## src/rtl/srs_pkg.sv

```systemverilog
package srs_pkg;

    typedef enum logic [1:0] {
        BUS_RD    = 2'd0,
        BUS_TO_WR = 2'd1,
        BUS_WR    = 2'd2,
        BUS_TO_RD = 2'd3
    } bus_state_e;

endpackage

```

## src/rtl/srs_read_fifo.sv

```systemverilog
module srs_read_fifo #(
    parameter int DW    = 16,
    parameter int DEPTH = 8
) (
    input  logic          clk,
    input  logic          rst_n,
    input  logic          push_i,
    input  logic [DW-1:0] push_data_i,
    input  logic          pop_i,
    output logic [DW-1:0] head_o,
    output logic          valid_o,
    output logic          ready_o
);
    localparam int PW = $clog2(DEPTH);

    typedef struct packed {
        logic [PW-1:0] rd;
        logic [PW-1:0] wr;
        logic [PW:0]   cnt;
    } ptr_t;

    ptr_t          p_d, p_q;
    logic [DW-1:0] mem_q [DEPTH];

    always_comb begin
        p_d = p_q;
        if (push_i) p_d.wr = p_q.wr + PW'(1);
        if (pop_i)  p_d.rd = p_q.rd + PW'(1);
        p_d.cnt = p_q.cnt + (PW+1)'(push_i) - (PW+1)'(pop_i);
    end

    always_ff @(posedge clk) begin
        if (!rst_n) p_q <= '0;
        else        p_q <= p_d;
        if (push_i) mem_q[p_q.wr] <= push_data_i;
    end

    assign head_o  = mem_q[p_q.rd];
    assign valid_o = p_q.cnt != '0;
    assign ready_o = p_q.cnt != (PW+1)'(DEPTH);

    AST_RQ_NO_OVERFLOW: assert property (@(posedge clk) disable iff (!rst_n)
        push_i |-> ready_o);
    AST_RQ_NO_UNDERFLOW: assert property (@(posedge clk) disable iff (!rst_n)
        pop_i |-> valid_o);

endmodule

```

## src/rtl/srs_stage_buf.sv

```systemverilog
module srs_stage_buf #(
    parameter int TAG_W = 4,
    parameter int SLOTS = 4
) (
    input  logic                     clk,
    input  logic                     rst_n,
    input  logic                     alloc_i,
    input  logic [TAG_W-1:0]         alloc_tag_i,
    output logic [$clog2(SLOTS)-1:0] alloc_slot_o,
    input  logic                     fill_i,
    input  logic [$clog2(SLOTS)-1:0] fill_slot_i,
    input  logic                     pop_i,
    output logic                     head_ready_o,
    output logic [TAG_W-1:0]         head_tag_o,
    output logic                     empty_o,
    output logic                     full_o
);
    localparam int SW = $clog2(SLOTS);

    typedef struct packed {
        logic [SLOTS-1:0] rdy;
        logic [SW-1:0]    hd;
        logic [SW-1:0]    tl;
        logic [SW:0]      cnt;
    } sb_t;

    sb_t              s_d, s_q;
    logic [TAG_W-1:0] tag_q [SLOTS];

    always_comb begin
        s_d = s_q;
        if (alloc_i) begin
            s_d.rdy[s_q.tl] = 1'b0;
            s_d.tl          = s_q.tl + SW'(1);
        end
        if (fill_i) s_d.rdy[fill_slot_i] = 1'b1;
        if (pop_i)  s_d.hd = s_q.hd + SW'(1);
        s_d.cnt = s_q.cnt + (SW+1)'(alloc_i) - (SW+1)'(pop_i);
    end

    always_ff @(posedge clk) begin
        if (!rst_n) s_q <= '0;
        else        s_q <= s_d;
        if (alloc_i) tag_q[s_q.tl] <= alloc_tag_i;
    end

    assign alloc_slot_o = s_q.tl;
    assign empty_o      = s_q.cnt == '0;
    assign full_o       = s_q.cnt == (SW+1)'(SLOTS);
    assign head_ready_o = !empty_o && s_q.rdy[s_q.hd];
    assign head_tag_o   = tag_q[s_q.hd];

    AST_STAGE_NO_OVERFLOW: assert property (@(posedge clk) disable iff (!rst_n)
        alloc_i |-> !full_o);
    AST_STAGE_POP_FILLED: assert property (@(posedge clk) disable iff (!rst_n)
        pop_i |-> head_ready_o);

endmodule

```

## src/rtl/srs_bank_timer.sv

```systemverilog
module srs_bank_timer #(
    parameter int NUM_BANKS = 4,
    parameter int BANK_LAT  = 6
) (
    input  logic                 clk,
    input  logic                 rst_n,
    input  logic [NUM_BANKS-1:0] issue_i,
    output logic [NUM_BANKS-1:0] busy_o
);
    localparam int CW = $clog2(BANK_LAT + 1);

    for (genvar b = 0; b < NUM_BANKS; b++) begin : g_bank
        logic [CW-1:0] cnt_d, cnt_q;

        always_comb begin
            cnt_d = cnt_q;
            if (issue_i[b])         cnt_d = CW'(BANK_LAT);
            else if (cnt_q != '0)   cnt_d = cnt_q - CW'(1);
        end

        always_ff @(posedge clk) begin
            if (!rst_n) cnt_q <= '0;
            else        cnt_q <= cnt_d;
        end

        assign busy_o[b] = cnt_q != '0;

        AST_BANK_IDLE_ON_ISSUE: assert property (@(posedge clk) disable iff (!rst_n)
            issue_i[b] |-> !busy_o[b]);
    end

    AST_ONE_BANK_PER_CYCLE: assert property (@(posedge clk) disable iff (!rst_n)
        $onehot0(issue_i));

endmodule

```

## src/rtl/staged_read_sched.sv

```systemverilog
module staged_read_sched
    import srs_pkg::*;
#(
    parameter int NUM_BANKS = 4,
    parameter int ROW_W     = 4,
    parameter int COL_W     = 3,
    parameter int TAG_W     = 4,
    parameter int RQ_DEPTH  = 8,
    parameter int WQ_DEPTH  = 8,
    parameter int STG_SLOTS = 4,
    parameter int BANK_LAT  = 6,
    parameter int TURN_CYC  = 4,
    parameter int WQ_HIGH   = 6,
    parameter int WQ_LOW    = 2
) (
    input  logic                         clk,
    input  logic                         rst_n,
    input  logic                         rd_valid_i,
    output logic                         rd_ready_o,
    input  logic [$clog2(NUM_BANKS)-1:0] rd_bank_i,
    input  logic [ROW_W-1:0]             rd_row_i,
    input  logic [COL_W-1:0]             rd_col_i,
    input  logic [TAG_W-1:0]             rd_tag_i,
    input  logic                         wr_valid_i,
    output logic                         wr_ready_o,
    input  logic [$clog2(NUM_BANKS)-1:0] wr_bank_i,
    input  logic [ROW_W-1:0]             wr_row_i,
    input  logic [COL_W-1:0]             wr_col_i,
    output logic                         cmd_valid_o,
    output logic                         cmd_write_o,
    output logic                         cmd_staged_o,
    output logic [$clog2(NUM_BANKS)-1:0] cmd_bank_o,
    output logic [ROW_W-1:0]             cmd_row_o,
    output logic [COL_W-1:0]             cmd_col_o,
    output logic                         rsp_valid_o,
    output logic                         rsp_staged_o,
    output logic [TAG_W-1:0]             rsp_tag_o,
    output logic                         bus_wr_o,
    output logic                         bus_turn_o
);
    localparam int BW  = $clog2(NUM_BANKS);
    localparam int AW  = BW + ROW_W + COL_W;
    localparam int RDW = AW + TAG_W;
    localparam int WQW = $clog2(WQ_DEPTH);
    localparam int WCW = $clog2(WQ_DEPTH + 1);
    localparam int SW  = $clog2(STG_SLOTS);
    localparam int TCW = $clog2(TURN_CYC) + 1;
    localparam logic [WCW-1:0] HI_LVL = WCW'(WQ_HIGH);
    localparam logic [WCW-1:0] LO_LVL = WCW'(WQ_LOW);
    localparam logic [WCW-1:0] WQ_MAX = WCW'(WQ_DEPTH);
    localparam logic [TCW-1:0] TURN_LD = TCW'(TURN_CYC - 1);

    typedef struct packed {
        logic          v;
        logic          staged;
        logic [TAG_W-1:0] tag;
        logic [SW-1:0] slot;
    } pipe_t;

    typedef struct packed {
        bus_state_e        st;
        logic [TCW-1:0]    tcnt;
        logic [BW-1:0]     focus;
        logic [WQ_DEPTH-1:0] wv;
        logic              rsp_v;
        logic              rsp_staged;
        logic [TAG_W-1:0]  rsp_tag;
    } ctl_t;

    ctl_t        c_q, c_d;
    logic [AW-1:0] wa_q [WQ_DEPTH];
    logic [AW-1:0] wa_d [WQ_DEPTH];
    pipe_t       pipe_q [BANK_LAT];
    pipe_t       pipe_d [BANK_LAT];

    // read queue, staging buffer and bank timers
    logic [RDW-1:0] rq_head;
    logic           rq_valid, rq_pop;
    logic           stg_alloc, stg_fill, stg_pop, stg_head_ready, stg_empty, stg_full;
    logic [SW-1:0]  stg_alloc_slot, stg_fill_slot;
    logic [TAG_W-1:0] stg_head_tag;
    logic [NUM_BANKS-1:0] bank_issue, bank_busy;

    srs_read_fifo #(.DW(RDW), .DEPTH(RQ_DEPTH)) i_rq (
        .clk, .rst_n,
        .push_i      (rd_valid_i && rd_ready_o),
        .push_data_i ({rd_bank_i, rd_row_i, rd_col_i, rd_tag_i}),
        .pop_i       (rq_pop),
        .head_o      (rq_head),
        .valid_o     (rq_valid),
        .ready_o     (rd_ready_o)
    );

    srs_stage_buf #(.TAG_W(TAG_W), .SLOTS(STG_SLOTS)) i_stg (
        .clk, .rst_n,
        .alloc_i      (stg_alloc),
        .alloc_tag_i  (rq_head[TAG_W-1:0]),
        .alloc_slot_o (stg_alloc_slot),
        .fill_i       (stg_fill),
        .fill_slot_i  (stg_fill_slot),
        .pop_i        (stg_pop),
        .head_ready_o (stg_head_ready),
        .head_tag_o   (stg_head_tag),
        .empty_o      (stg_empty),
        .full_o       (stg_full)
    );

    srs_bank_timer #(.NUM_BANKS(NUM_BANKS), .BANK_LAT(BANK_LAT)) i_banks (
        .clk, .rst_n,
        .issue_i (bank_issue),
        .busy_o  (bank_busy)
    );

    // views of the current state
    logic [AW-1:0]  head_addr;
    logic [BW-1:0]  head_bank, eff_bank, first_bank;
    logic [WCW-1:0] wcnt;
    logic [WQW-1:0] free_idx, pick_idx;
    logic           hazard, has_focus, pipe_idle;

    assign head_addr = rq_head[RDW-1:TAG_W];
    assign head_bank = head_addr[AW-1 -: BW];

    always_comb begin
        wcnt       = '0;
        hazard     = 1'b0;
        has_focus  = 1'b0;
        first_bank = '0;
        free_idx   = '0;
        pick_idx   = '0;
        pipe_idle  = 1'b1;
        for (int i = WQ_DEPTH - 1; i >= 0; i--) begin
            if (c_q.wv[i]) begin
                wcnt       = wcnt + WCW'(1);
                first_bank = wa_q[i][AW-1 -: BW];
                if (rq_valid && wa_q[i] == head_addr)  hazard    = 1'b1;
                if (wa_q[i][AW-1 -: BW] == c_q.focus)  has_focus = 1'b1;
            end else begin
                free_idx = WQW'(i);
            end
        end
        eff_bank = has_focus ? c_q.focus : first_bank;
        for (int i = WQ_DEPTH - 1; i >= 0; i--) begin
            if (c_q.wv[i] && wa_q[i][AW-1 -: BW] == eff_bank) pick_idx = WQW'(i);
        end
        for (int i = 0; i < BANK_LAT; i++) begin
            if (pipe_q[i].v) pipe_idle = 1'b0;
        end
    end

    assign wr_ready_o = wcnt < WQ_MAX;

    always_comb begin
        c_d  = c_q;
        wa_d = wa_q;
        rq_pop = 1'b0;  stg_alloc = 1'b0;  stg_pop = 1'b0;
        cmd_valid_o = 1'b0;  cmd_write_o = 1'b0;  cmd_staged_o = 1'b0;
        {cmd_bank_o, cmd_row_o, cmd_col_o} = head_addr;
        c_d.rsp_v      = 1'b0;
        c_d.rsp_staged = 1'b0;

        pipe_d[0] = '0;
        for (int i = 1; i < BANK_LAT; i++) pipe_d[i] = pipe_q[i-1];

        stg_fill      = pipe_q[BANK_LAT-1].v && pipe_q[BANK_LAT-1].staged;
        stg_fill_slot = pipe_q[BANK_LAT-1].slot;
        if (pipe_q[BANK_LAT-1].v && !pipe_q[BANK_LAT-1].staged) begin
            c_d.rsp_v   = 1'b1;
            c_d.rsp_tag = pipe_q[BANK_LAT-1].tag;
        end

        if (wr_valid_i && wr_ready_o) begin
            c_d.wv[free_idx] = 1'b1;
            wa_d[free_idx]   = {wr_bank_i, wr_row_i, wr_col_i};
        end

        unique case (c_q.st)
            BUS_RD: begin
                if (!stg_empty) begin
                    if (stg_head_ready) begin
                        stg_pop        = 1'b1;
                        c_d.rsp_v      = 1'b1;
                        c_d.rsp_staged = 1'b1;
                        c_d.rsp_tag    = stg_head_tag;
                    end
                end else if (wcnt >= HI_LVL || hazard) begin
                    if (pipe_idle) begin
                        c_d.st   = BUS_TO_WR;
                        c_d.tcnt = TURN_LD;
                    end
                end else if (rq_valid && !bank_busy[head_bank]) begin
                    cmd_valid_o = 1'b1;
                    rq_pop      = 1'b1;
                    pipe_d[0]   = '{v: 1'b1, staged: 1'b0, tag: rq_head[TAG_W-1:0], slot: '0};
                end
            end
            BUS_WR: begin
                if (wcnt <= LO_LVL && !hazard) begin
                    c_d.st   = BUS_TO_RD;
                    c_d.tcnt = TURN_LD;
                end else begin
                    c_d.focus = eff_bank;
                    if (!bank_busy[eff_bank]) begin
                        cmd_valid_o = 1'b1;
                        cmd_write_o = 1'b1;
                        {cmd_bank_o, cmd_row_o, cmd_col_o} = wa_q[pick_idx];
                        c_d.wv[pick_idx] = 1'b0;
                    end else if (rq_valid && !hazard && !stg_full &&
                                 !bank_busy[head_bank] && head_bank != eff_bank) begin
                        cmd_valid_o  = 1'b1;
                        cmd_staged_o = 1'b1;
                        rq_pop       = 1'b1;
                        stg_alloc    = 1'b1;
                        pipe_d[0]    = '{v: 1'b1, staged: 1'b1, tag: rq_head[TAG_W-1:0],
                                         slot: stg_alloc_slot};
                    end
                end
            end
            default: begin
                if (c_q.tcnt == '0) c_d.st = (c_q.st == BUS_TO_WR) ? BUS_WR : BUS_RD;
                else                c_d.tcnt = c_q.tcnt - TCW'(1);
            end
        endcase

        bank_issue = cmd_valid_o ? (NUM_BANKS'(1) << cmd_bank_o) : '0;
    end

    always_ff @(posedge clk) begin
        if (!rst_n) begin
            c_q    <= '{st: BUS_RD, default: '0};
            pipe_q <= '{default: '0};
        end else begin
            c_q    <= c_d;
            pipe_q <= pipe_d;
        end
        wa_q <= wa_d;
    end

    assign rsp_valid_o  = c_q.rsp_v;
    assign rsp_staged_o = c_q.rsp_staged;
    assign rsp_tag_o    = c_q.rsp_tag;
    assign bus_wr_o     = c_q.st == BUS_WR;
    assign bus_turn_o   = c_q.st == BUS_TO_WR || c_q.st == BUS_TO_RD;

    AST_WRITE_ON_WRITE_BUS: assert property (@(posedge clk) disable iff (!rst_n)
        (cmd_valid_o && cmd_write_o) |-> bus_wr_o);
    AST_TURN_NO_CMD: assert property (@(posedge clk) disable iff (!rst_n)
        bus_turn_o |-> !cmd_valid_o);
    AST_TURN_NO_RSP: assert property (@(posedge clk) disable iff (!rst_n)
        bus_turn_o |-> !rsp_valid_o);
    AST_TURN_HOLDS: assert property (@(posedge clk) disable iff (!rst_n)
        $rose(bus_turn_o) |=> bus_turn_o);
    AST_STAGE_IN_DRAIN: assert property (@(posedge clk) disable iff (!rst_n)
        cmd_staged_o |-> (bus_wr_o && !cmd_write_o));
    AST_STAGED_BEFORE_NEW: assert property (@(posedge clk) disable iff (!rst_n)
        (pipe_q[BANK_LAT-1].v && !pipe_q[BANK_LAT-1].staged) |-> stg_empty);

endmodule

```

## config.mk

```make
export PLATFORM = sky130hd
export DESIGN_NAME = staged_read_sched
export DESIGN_NICKNAME = d
export VERILOG_FILES = /design/src/rtl/srs_pkg.sv /design/src/rtl/srs_read_fifo.sv /design/src/rtl/srs_stage_buf.sv /design/src/rtl/srs_bank_timer.sv /design/src/rtl/staged_read_sched.sv
export SDC_FILE = /design/constraint.sdc
export NUM_CORES = 1
export LEC_CHECK = 0
export BUFFER_PORTS_ARGS = -buffer_cell sky130_fd_sc_hd__buf_2
export CAP_MARGIN = 40
export CORE_MARGIN = 4
export CORE_UTILIZATION = 60
export DETAILED_ROUTE_END_ITERATION = 6
export PLACE_DENSITY_LB_ADDON = 0.2
export SLEW_MARGIN = 30
export SYNTH_ARGS = -nofsm -noshare
export SYNTH_HDL_FRONTEND = slang
export SYNTH_SLANG_ARGS = --single-unit
```

## constraint.sdc

```tcl
create_clock -name clk -period 17.6 [get_ports clk]
set_clock_uncertainty 0.15 [all_clocks]
set_input_delay 0.88 -clock clk [delete_from_list [all_inputs] [get_ports clk]]
set_output_delay 0.88 -clock clk [all_outputs]
set_load 0.02 [all_outputs]
```

* Yosys cells after proc, flatten, opt, wreduce, memory -nomap -nowiden *
Memory sizes are Yosys's and may differ from the RTL's. A register that Yosys moved wholly into a read port is not among the register bits.
Index checks and enable logic that the tools add are counted.

storage, ports and cells
  memories = 2
  logic and storage cells = 360
  bits of input ports = 26
  register bits = 174
  memory bits (writable) = 120

operators by class
  bitwise operators = 11
  $add $sub $neg = 20
  muxes and demuxes = 160
  shift operators = 1
  reductions and logical operators = 60
  eq/ne operators = 35
  order comparisons = 17

memory list
  memory       depth  bits a word  rd ports  clocked after memory_dff  wr ports  line                 RTL
  i_rq.mem_q   8      13           1         1                         1         srs_read_fifo.sv:23  logic [DW-1:0] mem_q [DEPTH];
  i_stg.tag_q  4      4            1         1                         1         srs_stage_buf.sv:28  logic [TAG_W-1:0] tag_q [SLOTS];

operator list
  cell                                                                          count
  3-bit 2-to-1 mux                                                              30
  8-bit 2-to-1 mux                                                              10
  72-bit bitwise mux                                                            1
  9-bit equality test                                                           8
  1-bit 2-to-1 mux                                                              66
  4-bit 2-to-1 mux                                                              14
  2-bit equality test                                                           16
  1-bit logical AND                                                             32
  2-bit 2-to-1 mux                                                              16
  4-bit by 1-bit adder with 4-bit output, second input constant                 7
  9-bit binary-select mux with 3-bit select                                     1
  9-bit demux with 3-bit select                                                 1
  9-bit 2-to-1 mux                                                              3
  5-bit 2-to-1 mux                                                              4
  6-bit 2-to-1 mux                                                              3
  8-bit one-hot mux with 2 select lines                                         1
  2-bit by 3-bit less-than comparator with 1-bit output, second input constant  5
  3-bit nonzero test                                                            5
  3-bit by 1-bit subtractor with 3-bit output, second input constant            5
  5-bit one-hot mux with 2 select lines                                         1
  5-bit AND reduction                                                           2
  8-bit AND                                                                     1
  4-bit greater-or-equal comparator, second input constant                      2
  3-bit by 4-bit less-than comparator with 1-bit output, second input constant  2
  41 further kinds                                                              68

* Depth between registers and ports, before layout *
Gate-level depths: netlist of run 1.

  word-level depth = 38
  gate-level depth with buffers = 30

* Cells and area by module *
From an unflattened synthesis of run 1, not the netlist that was laid out.

unflattened totals
  cell total of the unflattened synthesis = 1131
  area total of the unflattened synthesis = 14493.9 um^2

modules (own cells, without submodules)
  module             times used  seq. area each (um^2)  area each (um^2)  cells an instance
  staged_read_sched  1           3543.4                 7933.9            762
  srs_read_fifo      1           3383.2                 4640.7            220
  srs_stage_buf      1           740.7                  1248.7            84
  srs_bank_timer     1           240.2                  670.6             65

* Worst setup path after synthesis of run 1 *
No wires, ideal clock.

  kind = reg2out
  from = register c_q[12] (netlist bit)
  to = output port cmd_col_o[0]
  stages on the path, launching flop included = 25
  arrival = 4779 ps
  required time = 16570 ps
  path slack = 11791 ps
  cell sequence = dfxtp_1 buf_2 inv_1 ha_1 xor2_1 ha_1 nand2_1 o31ai_1 ha_1 nor2_1 nor2_1 ha_1 nand2_1 o31ai_1 ha_1 mux2_2 ha_1 inv_1 o21a_1 a21oi_1 o21ai_0 a21boi_4 nor2_4 buf_2 mux2i_1

between the ends
  cells in the longest elaborated chain, start to end = 31
  elaborated cells between the ends (all ways) = 83
  those cells by class = 6 x add/sub; 1 x order compare; 8 x eq/ne; 57 x mux; 1 x bitwise; 10 x reduce/logical

RTL lines
  item                                                                                             line                      RTL
  start, declared                                                                                  staged_read_sched.sv:70   ctl_t c_q, c_d;
  start signal, assigned                                                                           staged_read_sched.sv:230  c_q <= '{st: BUS_RD, default: '0};
  start signal, assigned                                                                           staged_read_sched.sv:233  c_q <= c_d;
  parallel branches: the longest is 29 deep, another holds 4-bit by 1-bit adder with 4-bit output  -
  3-bit 2-to-1 mux *                                                                               staged_read_sched.sv:198  if (wcnt <= LO_LVL && !hazard) begin
  3-bit 2-to-1 mux *                                                                               staged_read_sched.sv:177  unique case (c_q.st)
  end, declared                                                                                    staged_read_sched.sv:34   output logic [COL_W-1:0] cmd_col_o,

Mark *: on every way between the ends. The select of a mux whose other input is x is not followed.

* Final worst setup path of run 1 *
  from = register c_q[12] (netlist bit)
  to = output port cmd_bank_o[0]

between the ends
  cells in the longest elaborated chain, start to end = 31
  elaborated cells between the ends (all ways) = 83
  those cells by class = 6 x add/sub; 1 x order compare; 8 x eq/ne; 57 x mux; 1 x bitwise; 10 x reduce/logical

RTL lines
  item                                                                                             line                      RTL
  parallel branches: the longest is 29 deep, another holds 4-bit by 1-bit adder with 4-bit output  -
  2-bit 2-to-1 mux *                                                                               staged_read_sched.sv:198
  2-bit 2-to-1 mux *                                                                               staged_read_sched.sv:177
  end, declared                                                                                    staged_read_sched.sv:32   output logic [$clog2(NUM_BANKS)-1:0] cmd_bank_o,

Marks and branches as above.

==> Flow_metrics.wiki, run 1 <==
{| class="wikitable"
! Metric !! Value
|-
| Data required time of the critical path || ~17,000 ps
|-
| Post-layout net count || around 1,300
|-
| Die ar. || 26,700 um^2
|-
| Layout fillers || approximately 1,800
|-
| Worst flop-to-flop path startpoint || c_q[12]
|-
| Synth-to-Final Area Change || 9.62%
|-
| Number of antenna violations at the first check in global routing || 1
|-
| Crit path launch type || flip-flop
|-
| Cell with the most instances after synthesis || edfxtp_1
|-
| Endpoints failing hold || 0
|-
| Dominant cells by area after synthesis || edfxtp_1 (40%), dfxtp_1 (15%), mux2i_1 (4.1%)
|-
| Data arrival at the endpoint of the critical path || 6250 ps
|-
| Initial Util || approximately three fifths
|-
| Dominant combinational cell family by area after synthesis || simple AND/OR/NAND/NOR gates
|-
| Final slew viol count || 0
|-
| Maximum net fanout on the critical path || 18
|-
| FFs w/ async S/R, synth || 0%
|-
| Ratio of routed vias to standard cells || between 6 and 7
|-
| Worst-case headroom to the max-slew limit || a little over two fifths
|-
| Standard cell core area || between 20,000 and 25,000 um^2
|-
| Cell type with the highest aggregate area in the netlist || edfxtp_1
|-
| Antenna Nets Post-Route || 0
|-
| Utilization after layout || about two thirds
|-
| Clock insertion delay at the later pin of the skew report || 570 ps
|-
| Worst supply voltage drop on vdd || approximately 100 uV
|-
| Number of top-level pins || 48
|-
| Root buf cell || clkbuf_16
|-
| Xor/xnor share of the synthesized area || 7.47%
|-
| Vias in the first global route || 9,388
|-
| Setup violation total in the final timing report || 0
|-
| Number of search-and-repair iterations in the first detailed-routing pass || 5
|-
| Final wirelength || 33,600 um
|-
| Clock-pin slew on the worst setup and hold paths || ~60 ps
|-
| Number of synthesis warnings || 0
|-
| Drt drc || 0
|-
| Gp weighted congestion || 0.958
|-
| Mux cell area share after synthesis || approximately 8.5%
|-
| Number of placement rows || 56
|-
| GRT overflow || 0
|-
| Flip-flop cell with the highest count after synthesis || edfxtp_1
|-
| Number of flops mapped to enable cells by yosys || approximately 190
|-
| Crit share post-route || 41.4%
|-
| Share of final-layout standard cells stronger than drive strength 1 || 15.0%
|-
| Critical path start-end classification || flip-flop to output pin
|-
| Half-perimeter wire length after placement || roughly 23,000 um
|-
| RSZ-0062 raised after global routing || no
|-
| Global-route wire length before repair || around 53,000 um
|-
| Basic-gate share of the synthesized area counting and, or, nand and nor cells || between 10% and 20%
|-
| Start point of the worst hold path || pipe_d[11]
|-
| Total negative slack || 0 ps
|-
| Worst min path class || flip-flop to flip-flop
|-
| Clock tree from TritonCTS || done
|-
| Port-buffer cells || 47
|-
| Number of cells produced by synthesis || 1,214
|-
| Flop and latch count out of synthesis || between 200 and 300
|-
| Leakage power figure || 5.66 nW
|-
| Cell variety after synth || a little under 90
|-
| Minimum hold slack || roughly 280 ps
|-
| Post-CTS Resized || 0
|-
| Sequential element share of the synthesized area || between 50% and 60%
|-
| Vert. Die Dim || between 150 and 200 um
|-
| Count of buffers added by post-CTS timing repair for setup || 0
|-
| Number of antenna cells inserted || 0
|-
| Iteration-0 DRC Markers || 937
|-
| Actual slew at the worst max-slew pin || roughly 820 ps
|-
| Routed length per placed instance || around 21 um
|-
| Placed cell count || ~1,500
|-
| Post-layout min period || approximately 7300 ps
|-
| Timing-limited maximum frequency || 0.137 GHz
|-
| Post-synthesis area per instance || about 12 um^2
|-
| Multi-input logic area || a little over 6000 um^2
|-
| Count of hold buffers inserted by post-cts repair || 0
|-
| Most used standard cells in the synthesized netlist || edfxtp_1 (192), dfxtp_1 (107), nor2_1 (80), xnor2_1 (66), mux2i_1 (59)
|-
| Clock sink total || between 200 and 300
|-
| Status || completed
|-
| Clock buffer depth || 3
|-
| Post-synthesis compound-gate area fraction || 10.1%
|-
| Net Count, Synth || about 1,300
|-
| Sequential cell area || slightly below 8000 um^2
|-
| Number of vias in the routed layout || 9,674
|-
| Pwr dens || roughly 120 nW/um^2
|-
| Fraction of synthesized cell area taken by the top area cell type || around two fifths
|-
| Critical path launch point || c_q[12]
|-
| Synth Cell Area || around 15,000 um^2
|-
| Kind of end point of the critical path || output pin
|-
| Final std cells w/o fill || 1,587
|-
| Total clock buffers created by CTS || 28
|-
| GRT Overall Usage || 25.2%
|-
| Maximum number of pins on one net before global-route repair || 47
|-
| Adder-cell area share of the yosys netlist || roughly 3.3%
|-
| Max-Cap Viols || 0
|-
| Die Span X || roughly 160 um
|-
| Number of H-tree levels || 1
|}
-- sequential cells by signal (all words and copies together) (netlist names), named ones only --
name                  count
pipe_d                   40
rsp_valid_o               1
i_stg.tag_q              16
rsp_staged_o              1
i_rq.p_q                 10
i_stg.s_q                 9
rsp_tag_o                 4
stg_fill_slot             2
pipe_q                    6
wa_q                     72
c_q                      15
i_stg.alloc_slot_o        2
i_rq.mem_q              104
i_banks.g_bank.cnt_q     12
-- layout make-up --
class | instances | share of cell area (%)
clock buffer | 32 | 4.70
clock inverter | 14 | 0.574
inverter | 54 | 1.27
multi-input combinational | 796 | 38.2
sequential | 299 | 49.7
tap | 319 | 2.51
timing repair buffer | 73 | 2.96
-- metal layers --
metal / routed length, um / track usage [%] / vias up / share of wire [%]
li1: - / - / 4528 / -
met1: 14800 / 36.9 / 4714 / 44
met2: 15600 / 40.0 / 359 / 46
met3: 2140 / 2.90 / 71 / 6.4
met4: 1000 / 7.59 / 2 / 3.0
met5: 14 / 0 / - / 0.042
-- final timing paths --
path / to / slack [ps] / cells past startpoint
worst max-delay path: cmd_bank_o[0] / 10320 / 25
worst min register to register: pipe_d[3] / 280 / 1
worst max register to register: i_rq.p_q[2] / 10740 / 28
worst min-delay path: pipe_d[3] / 280 / 1
-- logic make-up (layout without fill, tap and decap cells) --
family,Yosys count,count (layout)
flops,299,299
xor+xnor,122,122
simple gates,344,344
buf+inv,119,173
mux,96,96
fa+ha+maj,37,37
compound gates,197,197
-- critical path, stage by stage (launching register included) --
cell,delay (ps)
dfxtp_1,600
inv_1,130
ha_1,360
xor2_1,160
ha_1,290
nand2_1,90
o31ai_1,120
ha_1,350
nor2_1,130
nor2_1,70
ha_1,280
nand2_1,70
o31ai_1,100
ha_1,330
mux2_2,290
ha_1,280
inv_1,50
o21a_1,180
a21oi_1,130
o21ai_0,120
a21boi_4,200
nor2_4,510
inv_1,210
nor2_1,210
o21bai_1,190
buf_2,230
-- power breakdown --
| part | leakage (nW) | internal, W | switching (W) |
|---|---|---|---|
| combinational | 2.65 | 0.000225 | 0.000334 |
| clock | 0.405 | 0.000302 | 0.000248 |
| sequential | 2.61 | 0.000798 | 0.0000262 |
-- stage by stage --
| stage | power [W] | setup WS, ps | area [um^2] |
|---|---|---|---|
| finish | 0.00193 | 10320 | 15900 |
| global route | 0.00203 | 10060 | 15900 |
| CTS | 0.00194 | 10380 | 15900 |
| detailed placement | 0.00139 | 10890 | 15000 |
| global placement | 0.00137 | 11090 | 14900 |
| floorplan | 0.00124 | 11790 | 14500 |
-- layout by cell type, fill, tap and decap left out, drive strengths merged, types with 8 or more instances in the layout --
cell / count
o21ai: 29
clkbuf: 32
mux2i: 62
and2: 53
a22oi: 16
o22ai: 12
mux2: 14
dfxtp: 107
a211oi: 15
mux4: 20
nor2b: 19
a221oi: 20
nand3: 26
xnor2: 66
clkinv: 13
nor4: 10
edfxtp: 192
buf: 73
inv: 53
xor2: 55
ha: 35
nand2: 57
nor2: 85
nor3: 33
or2: 8
nand4: 23
a21oi: 37
(Power assumes the default switching activity.)
==> run 2: changes to the inputs <==
clock period = 7.2 ns   (was 17.6 ns; I/O delays follow)
==> run 2 against run 1 <==
Compared with the run above:
- final cell count rose by 2.5%
- combinational power rose by 140%
- sequential share of layout area fell by 1.2 points
- worst setup slack got worse by 9600 ps
- sequential power rose by 150%
- sequential cell count did not move
- non-clock buffer count rose by 28
- count of clock-buffer cells in the layout rose by 4
==> Flow_metrics.wiki, run 2 (synthesis gave the netlist of run 1 again) <==
{| class="wikitable"
! Metric !! Value
|-
| Gp weighted congestion || 0.973 (+1.6%)
|-
| Worst-case headroom to the max-slew limit || 43.5% (-0.41 points)
|-
| Number of antenna cells inserted || 0 (unchanged)
|-
| Most common cell after layout, fill and taps aside || edfxtp_1
|-
| Drt drc || 0 (unchanged)
|-
| Finished Cell Area || 16,300 um^2 (+2.4%)
|-
| Number of placement rows || 56 (unchanged)
|-
| Total negative slack || 0 ps (unchanged)
|-
| Post-layout min period || 6520 ps
|-
| Endpoints failing hold || 0 (unchanged)
|-
| Ratio of routed vias to standard cells || 6.05 (-0.82%)
|-
| GRT overflow || 0 (unchanged)
|-
| Final setup margin || 675 ps (-9640 ps)
|-
| Depth of the worst register-to-register path || 29 (+3.6%)
|-
| Critical path launch point || c_q[13]
|-
| Final slew viol count || 0 (unchanged)
|-
| Post-layout net count || 1,346 (+2.4%)
|-
| Sequential share of power || 41.7% (-0.9 points)
|-
| Total clock buffers created by CTS || 31 (+11%)
|-
| Worst supply voltage drop on vdd || 220 uV (+110%)
|-
| Number of vias in the routed layout || 9,830 (+1.6%)
|-
| Antenna Nets Post-Route || 0 (unchanged)
|-
| Critical path start-end classification || flip-flop to output pin
|-
| Clock sink total || 299 (unchanged)
|-
| Standard cell core area || 23,600 um^2 (unchanged)
|-
| End of the worst register-to-register path || i_rq.p_q[2]
|-
| Utilization after layout || 68.9% (+1.6 points)
|-
| Most frequent cells in the layout || edfxtp_1 (192), dfxtp_1 (106), nor2_1 (79)
|-
| Fraction of power consumed by combinational cells || 27.7% (-1.2 points)
|-
| Number of antenna violations at the first check in global routing || 0 (-1)
|-
| Setup violation total in the final timing report || 0 (unchanged)
|-
| Clock-pin slew on the worst setup and hold paths || 60 ps (about the same)
|-
| Initial Util || 61.4% (unchanged)
|-
| Clock insertion delay at the later pin of the skew report || 570 ps (about the same)
|-
| Sw Share || 31.1% (-0.34 points)
|-
| Worst Setup Slack post-DPL || 841 ps (-10,050 ps)
|-
| Data required time of the critical path || 6690 ps (-9880 ps)
|-
| Iteration-0 DRC Markers || 1,122 (+20%)
|-
| Worst min path class || input port to flip-flop
|-
| Vias in the first global route || 9,771 (+4.1%)
|-
| Share of final-layout standard cells stronger than drive strength 1 || 15.6% (+0.62 points)
|-
| Routed length per placed instance || 20.6 um (-2.7%)
|-
| Fraction of power consumed by the clock network || 30.5% (+2.0 points)
|-
| Global-route wire length before repair || 53,400 um (+1.2%)
|-
| Sw power || 0.00152 W (+150%)
|-
| Largest reg by FF count || i_rq.mem_q
|-
| Status || completed
|-
| GRT Overall Usage || 25.4% (+0.20 points)
|-
| Number of search-and-repair iterations in the first detailed-routing pass || 5 (unchanged)
|-
| Port-buffer cells || 47 (unchanged)
|-
| Cell internal pwr || 0.00336 W (+150%)
|-
| Leakage power figure || 5.85 nW (+3.4%)
|-
| Critical path destination || cmd_bank_o[0]
|-
| Max-Cap Viols || 0 (unchanged)
|-
| Vert. Die Dim || 163 um (unchanged)
|-
| Kind of end point of the critical path || output pin
|-
| Actual slew at the worst max-slew pin || 848 ps (+27.4 ps)
|-
| Pwr dens || 300 nW/um^2 (+150%)
|-
| Maximum number of pins on one net before global-route repair || 59 (+26%)
|-
| Flip-flop count of the largest register, all copies and words added || 104 (unchanged)
|-
| Data arrival at the endpoint of the critical path || 6010 ps (-240 ps)
|-
| Clock buffer depth || 3 (unchanged)
|-
| Synth-to-Final Area Change || 12.2%
|-
| Maximum net fanout on the critical path || 18 (unchanged)
|-
| RSZ-0062 raised after global routing || no
|-
| Dpl cell area || 15,100 um^2 (+0.28%)
|-
| Crit share post-route || 90.6%
|-
| Final wirelength || 33,500 um (-0.33%)
|-
| Timing-limited maximum frequency || approximately 0.15 GHz
|-
| Number of H-tree levels || 1 (unchanged)
|-
| Die Span X || 163 um (unchanged)
|-
| Die ar. || 26,700 um^2 (unchanged)
|-
| Clock tree from TritonCTS || done
|-
| Root buf cell || clkbuf_16
|-
| Crit path launch type || flip-flop
|-
| Worst flop-to-flop path startpoint || c_q[13]
|-
| Half-perimeter wire length after placement || 22,600 um (-0.25%)
|-
| Register-to-Register Setup Slack || 760 ps (-9980 ps)
|-
| Number of top-level pins || 48 (unchanged)
|}
## run 2: metrics by stage
step	cells	hold slack, ps	total power [W]
after floorplan	1214	262	0.00303
after global placement	1539	263	0.00333
after detailed placement	1545	267	0.00339
after CTS	1624	21.9	0.00489
after global routing	1626	53.1	0.00512
final	1626	48.5	0.00488
## run 2: worst min path at each step
stage / startpoint / to / slack (ps) / depth (start not counted)
3_5_place_dp: pipe_d[30] / pipe_d[22] / 270 / 1
3_3_place_gp: pipe_d[11] / pipe_d[3] / 260 / 1
6_report: wr_valid_i / c_q[6] / 50 / 3
5_1_grt: wr_valid_i / c_q[6] / 50 / 3
4_1_cts: wr_valid_i / c_q[6] / 20 / 3
2_1_floorplan: pipe_d[8] / pipe_d[0] / 260 / 1
## run 2: critical path, stage by stage, from the launching register on
cell and delay, ps:
dfxtp_1 460, inv_1 200, ha_1 360, xor2_1 160
ha_1 290, nand2_1 110, o31ai_1 100, ha_1 320
nor2_1 130, nor2_1 70, ha_1 280, nand2_1 60
o31ai_1 120, ha_1 360, mux2_2 290, ha_1 280
inv_1 50, o21a_1 180, a21oi_1 130, o21ai_0 120
a21boi_4 190, nor2_4 100, buf_4 280, inv_1 160
nor2_1 180, o21bai_1 220, buf_2 240
## run 2: repair_timing
| action | CTS | global route |
|---|---|---|
| hold endpoints to repair | 176 | 0 |
| gates resized for setup | 0 | 0 |
| buffers inserted | 0 | 0 |
| hold buffers | 22 | 0 |
## run 2: routing by layer
metal | vias to the layer above | GRT usage, % | routed length [um]
li1 | 4585 | - | -
met5 | - | 0 | 0
met2 | 433 | 39.5 | 15400
met3 | 92 | 5.17 | 2670
met1 | 4720 | 36.1 | 14300
met4 | 0 | 8.54 | 1110
## run 2: power groups by stage
stage                     Clock, W  Sequential, W  Combinational (W)
after global routing       0.00160        0.00205            0.00147
final                      0.00149        0.00204            0.00135
after floorplan                  0        0.00202            0.00101
after CTS                  0.00151        0.00204            0.00134
after global placement           0        0.00207            0.00126
after detailed placement         0        0.00207            0.00132
## run 2: final cells by class
cell class / count / area (um^2)
multi-input combinational: 796 / 6080
inverter: 54 / 203
sequential: 299 / 7910
clock inverter: 21 / 158
timing repair buffer: 101 / 721
fill: 1717 / 7330
tap: 319 / 399
clock buffer: 36 / 815
==> run 3: changes to the inputs <==
CORE_UTILIZATION = 62   (was 60)
==> run 3 against run 2 <==
Compared with the run above:
- sequential power hardly changed
- wire length is 1.7% higher
- sequential cell count stayed put
- sequential share of layout area is 0.064 points higher
- critical endpoint unchanged
- largest power group unchanged
==> Flow_metrics.wiki, run 3 (synthesis gave the netlist of run 1 again) <==
{| class="wikitable"
! Metric !! Value
|-
| Clock tree from TritonCTS || done
|-
| Worst-case headroom to the max-slew limit || 43.6% (+0.11 points)
|-
| Vias in the first global route || 9,750 (-0.21%)
|-
| Count of hold buffers inserted by post-cts repair || 22 (unchanged)
|-
| Standard cell core area || 22,800 um^2 (-3.2%)
|-
| Root buf cell || clkbuf_16
|-
| Post-layout min period || 6620 ps (+93.1 ps)
|-
| Placed cell count || 1,536 (-0.58%)
|-
| Dpl cell area || 15,000 um^2 (-0.22%)
|-
| Setup violation total in the final timing report || 0 (unchanged)
|-
| Antenna Nets Post-Route || 0 (unchanged)
|-
| Gp weighted congestion || 0.967 (-0.69%)
|-
| Most frequent cells in the layout || edfxtp_1 (192), dfxtp_1 (106), nor2_1 (78)
|-
| Routed length per placed instance || 21.1 um (+2.4%)
|-
| Actual slew at the worst max-slew pin || 845 ps (-2.84 ps)
|-
| Sw Share || 31.4% (+0.23 points)
|-
| Iteration-0 DRC Markers || 882 (-21%)
|-
| Clock-pin slew on the worst setup and hold paths || 60 ps (about the same)
|-
| Clock buffer depth || 3 (unchanged)
|-
| Endpoints failing hold || 0 (unchanged)
|-
| Timing-limited maximum frequency || 0.151 GHz (-1.4%)
|-
| Most common cell after layout, fill and taps aside || edfxtp_1
|-
| Initial Util || 63.5% (+2.1 points)
|-
| Number of vias in the routed layout || 9,931 (+1.0%)
|-
| Worst flop-to-flop path startpoint || c_q[13]
|-
| Met2 usage in global routing || 41.3% (+1.8 points)
|-
| Data required time of the critical path || 6690 ps (about the same)
|-
| Drt drc || 0 (unchanged)
|-
| Die ar. || 25,900 um^2 (-3.1%)
|-
| Count of cell instances traversed by the critical path || 25 (-3.8%)
|-
| Share of final-layout standard cells stronger than drive strength 1 || 15.2% (-0.40 points)
|-
| Total negative slack || 0 ps (unchanged)
|-
| Number of placement rows || 55 (-1.8%)
|-
| Sequential share of power || 41.5% (-0.2 points)
|-
| Clock insertion delay at the later pin of the skew report || 570 ps (about the same)
|-
| Flip-flop count of the largest register, all copies and words added || 104 (unchanged)
|-
| Pwr dens || 300 nW/um^2 (+0.15%)
|-
| Busiest grt layer || met2
|-
| Data arrival at the endpoint of the critical path || 6110 ps (+100 ps)
|-
| Start point of the worst hold path || wr_valid_i
|-
| Fraction of power consumed by combinational cells || 28.2% (+0.5 points)
|-
| Worst supply voltage drop on vdd || 243 uV (+11%)
|-
| Met1 Resource Use GR || 37.4% (+1.3 points)
|-
| Final std cells w/o fill || 1,615 (-0.68%)
|-
| GRT overflow || 0 (unchanged)
|-
| Crit path launch type || flip-flop
|-
| Most frequent cell on the critical path || ha_1
|-
| Post-CTS Resized || 0 (unchanged)
|-
| Global-route track usage on met3 || 4.29% (-0.89 points)
|-
| Status || completed
|-
| Vert. Die Dim || 161 um (-1.5%)
|-
| Slowest cell on the critical path || nor2_4
|-
| Utilization after layout || 71.2% (+2.2 points)
|-
| Leakage power figure || 5.83 nW (-0.41%)
|-
| Finished Cell Area || 16,300 um^2 (-0.13%)
|-
| Maximum net fanout on the critical path || 18 (unchanged)
|-
| Sw power || 0.00153 W (+0.78%)
|-
| Crit share post-route || 91.9% (+1.3 points)
|-
| Largest reg by FF count || i_rq.mem_q
|-
| Final wirelength || 34,000 um (+1.7%)
|-
| Count of buffers added by post-CTS timing repair for setup || 0 (unchanged)
|-
| Ratio of routed vias to standard cells || 6.15 (+1.7%)
|-
| Crit-path max cell delay || 530 ps (+70 ps)
|-
| Critical path start-end classification || flip-flop to output pin
|-
| Fraction of power consumed by the clock network || 30.3% (-0.2 points)
|-
| Total Power || 0.00488 W (about the same)
|-
| Post-layout net count || 1,343 (-0.22%)
|-
| Synth-to-Final Area Change || 12.1%
|-
| Max-Cap Viols || 0 (unchanged)
|-
| Cell internal pwr || 0.00335 W (-0.32%)
|-
| Count of buffering cells on the critical path with inverters included || 4 (-1)
|-
| Register-to-Register Setup Slack || 770 ps (about the same)
|-
| WHS Path Cells || 3 (unchanged)
|-
| Number of antenna cells inserted || 0 (unchanged)
|-
| Number of top-level pins || 48 (unchanged)
|-
| Global-route wire length before repair || 53,900 um (+0.92%)
|-
| Kind of end point of the critical path || output pin
|-
| Worst min path class || input port to flip-flop
|-
| Final slew viol count || 0 (unchanged)
|-
| Half-perimeter wire length after placement || 22,500 um (-0.45%)
|-
| Number of search-and-repair iterations in the first detailed-routing pass || 6 (+1)
|-
| Total clock buffers created by CTS || 30 (-3.2%)
|-
| Number of antenna violations at the first check in global routing || 0 (unchanged)
|-
| Port-buffer cells || 47 (unchanged)
|-
| Hold EP || c_q[6]
|-
| Clock sink total || 299 (unchanged)
|-
| Maximum number of pins on one net before global-route repair || 59 (unchanged)
|-
| End of the worst register-to-register path || i_rq.p_q[2]
|-
| RSZ-0062 raised after global routing || no
|-
| Depth of the worst register-to-register path || 29 (unchanged)
|-
| Number of H-tree levels || 1 (unchanged)
|-
| Family of cells with the greatest summed delay on the critical path || adder cells
|-
| Die Span X || 161 um (-1.5%)
|-
| GRT Overall Usage || 26.1% (+0.69 points)
|}
==> run 3: cell types whose count changed in the layout (fill, tap and decap cells not counted), moves of 2 or more <==
cell | previous run | this run
buf_16 | 0 | 2
buf_4 | 27 | 25
clkbuf_1 | 3 | 7
clkinv_2 | 8 | 4
==> run 3: through the flow <==
stage / hold slack [ps] / setup slack (ps)
2_1_floorplan: 262 / 1590
3_3_place_gp: 263 / 1090
3_5_place_dp: 268 / 824
4_1_cts: 7.20 / 652
5_1_grt: 30.7 / 176
6_report: 34.8 / 582
==> run 3: area by class of cell <==
class	count	area (um^2)
Sequential cell	299	7910
Fill cell	1604	6590
Multi-Input combinational cell	796	6080
Clock buffer	40	818
Timing Repair Buffer	99	736
Tap cell	313	392
Inverter	54	203
Clock inverter	14	120
==> run 3: tightest hold or removal path: cells and delay by family <==
family | cells | cell delay, ps
AOI/OAI and AO/OA | 1 | 90
buffers and inverters | 1 | 140
and+or+nand+nor | 1 | 110
==> run 3: power by group through the flow <==
stage | registers, W | logic (W) | clock network, W
finish | 0.00203 | 0.00138 | 0.00148
CTS | 0.00204 | 0.00133 | 0.00149
floorplan | 0.00202 | 0.00101 | 0
global placement | 0.00207 | 0.00126 | 0
global route | 0.00204 | 0.00149 | 0.00158
detailed placement | 0.00208 | 0.00131 | 0
==> run 3: worst max-delay path by stage <==
stage | from | endpoint | slack [ps]
floorplan | c_q[12] | i_rq.p_q[2] | 1590
global placement | c_q[13] | i_rq.p_q[2] | 1090
detailed placement | c_q[13] | i_rq.p_q[2] | 820
CTS | c_q[13] | cmd_bank_o[0] | 650
global route | c_q[13] | cmd_bank_o[0] | 180
finish | c_q[13] | cmd_bank_o[0] | 580
==> run 3: metal layers <==
metal	vias to the layer above	part of all wire (%)
met5	-	0
met4	0	2.9
met3	73	6.6
met2	367	47
met1	4908	43
li1	4583	-
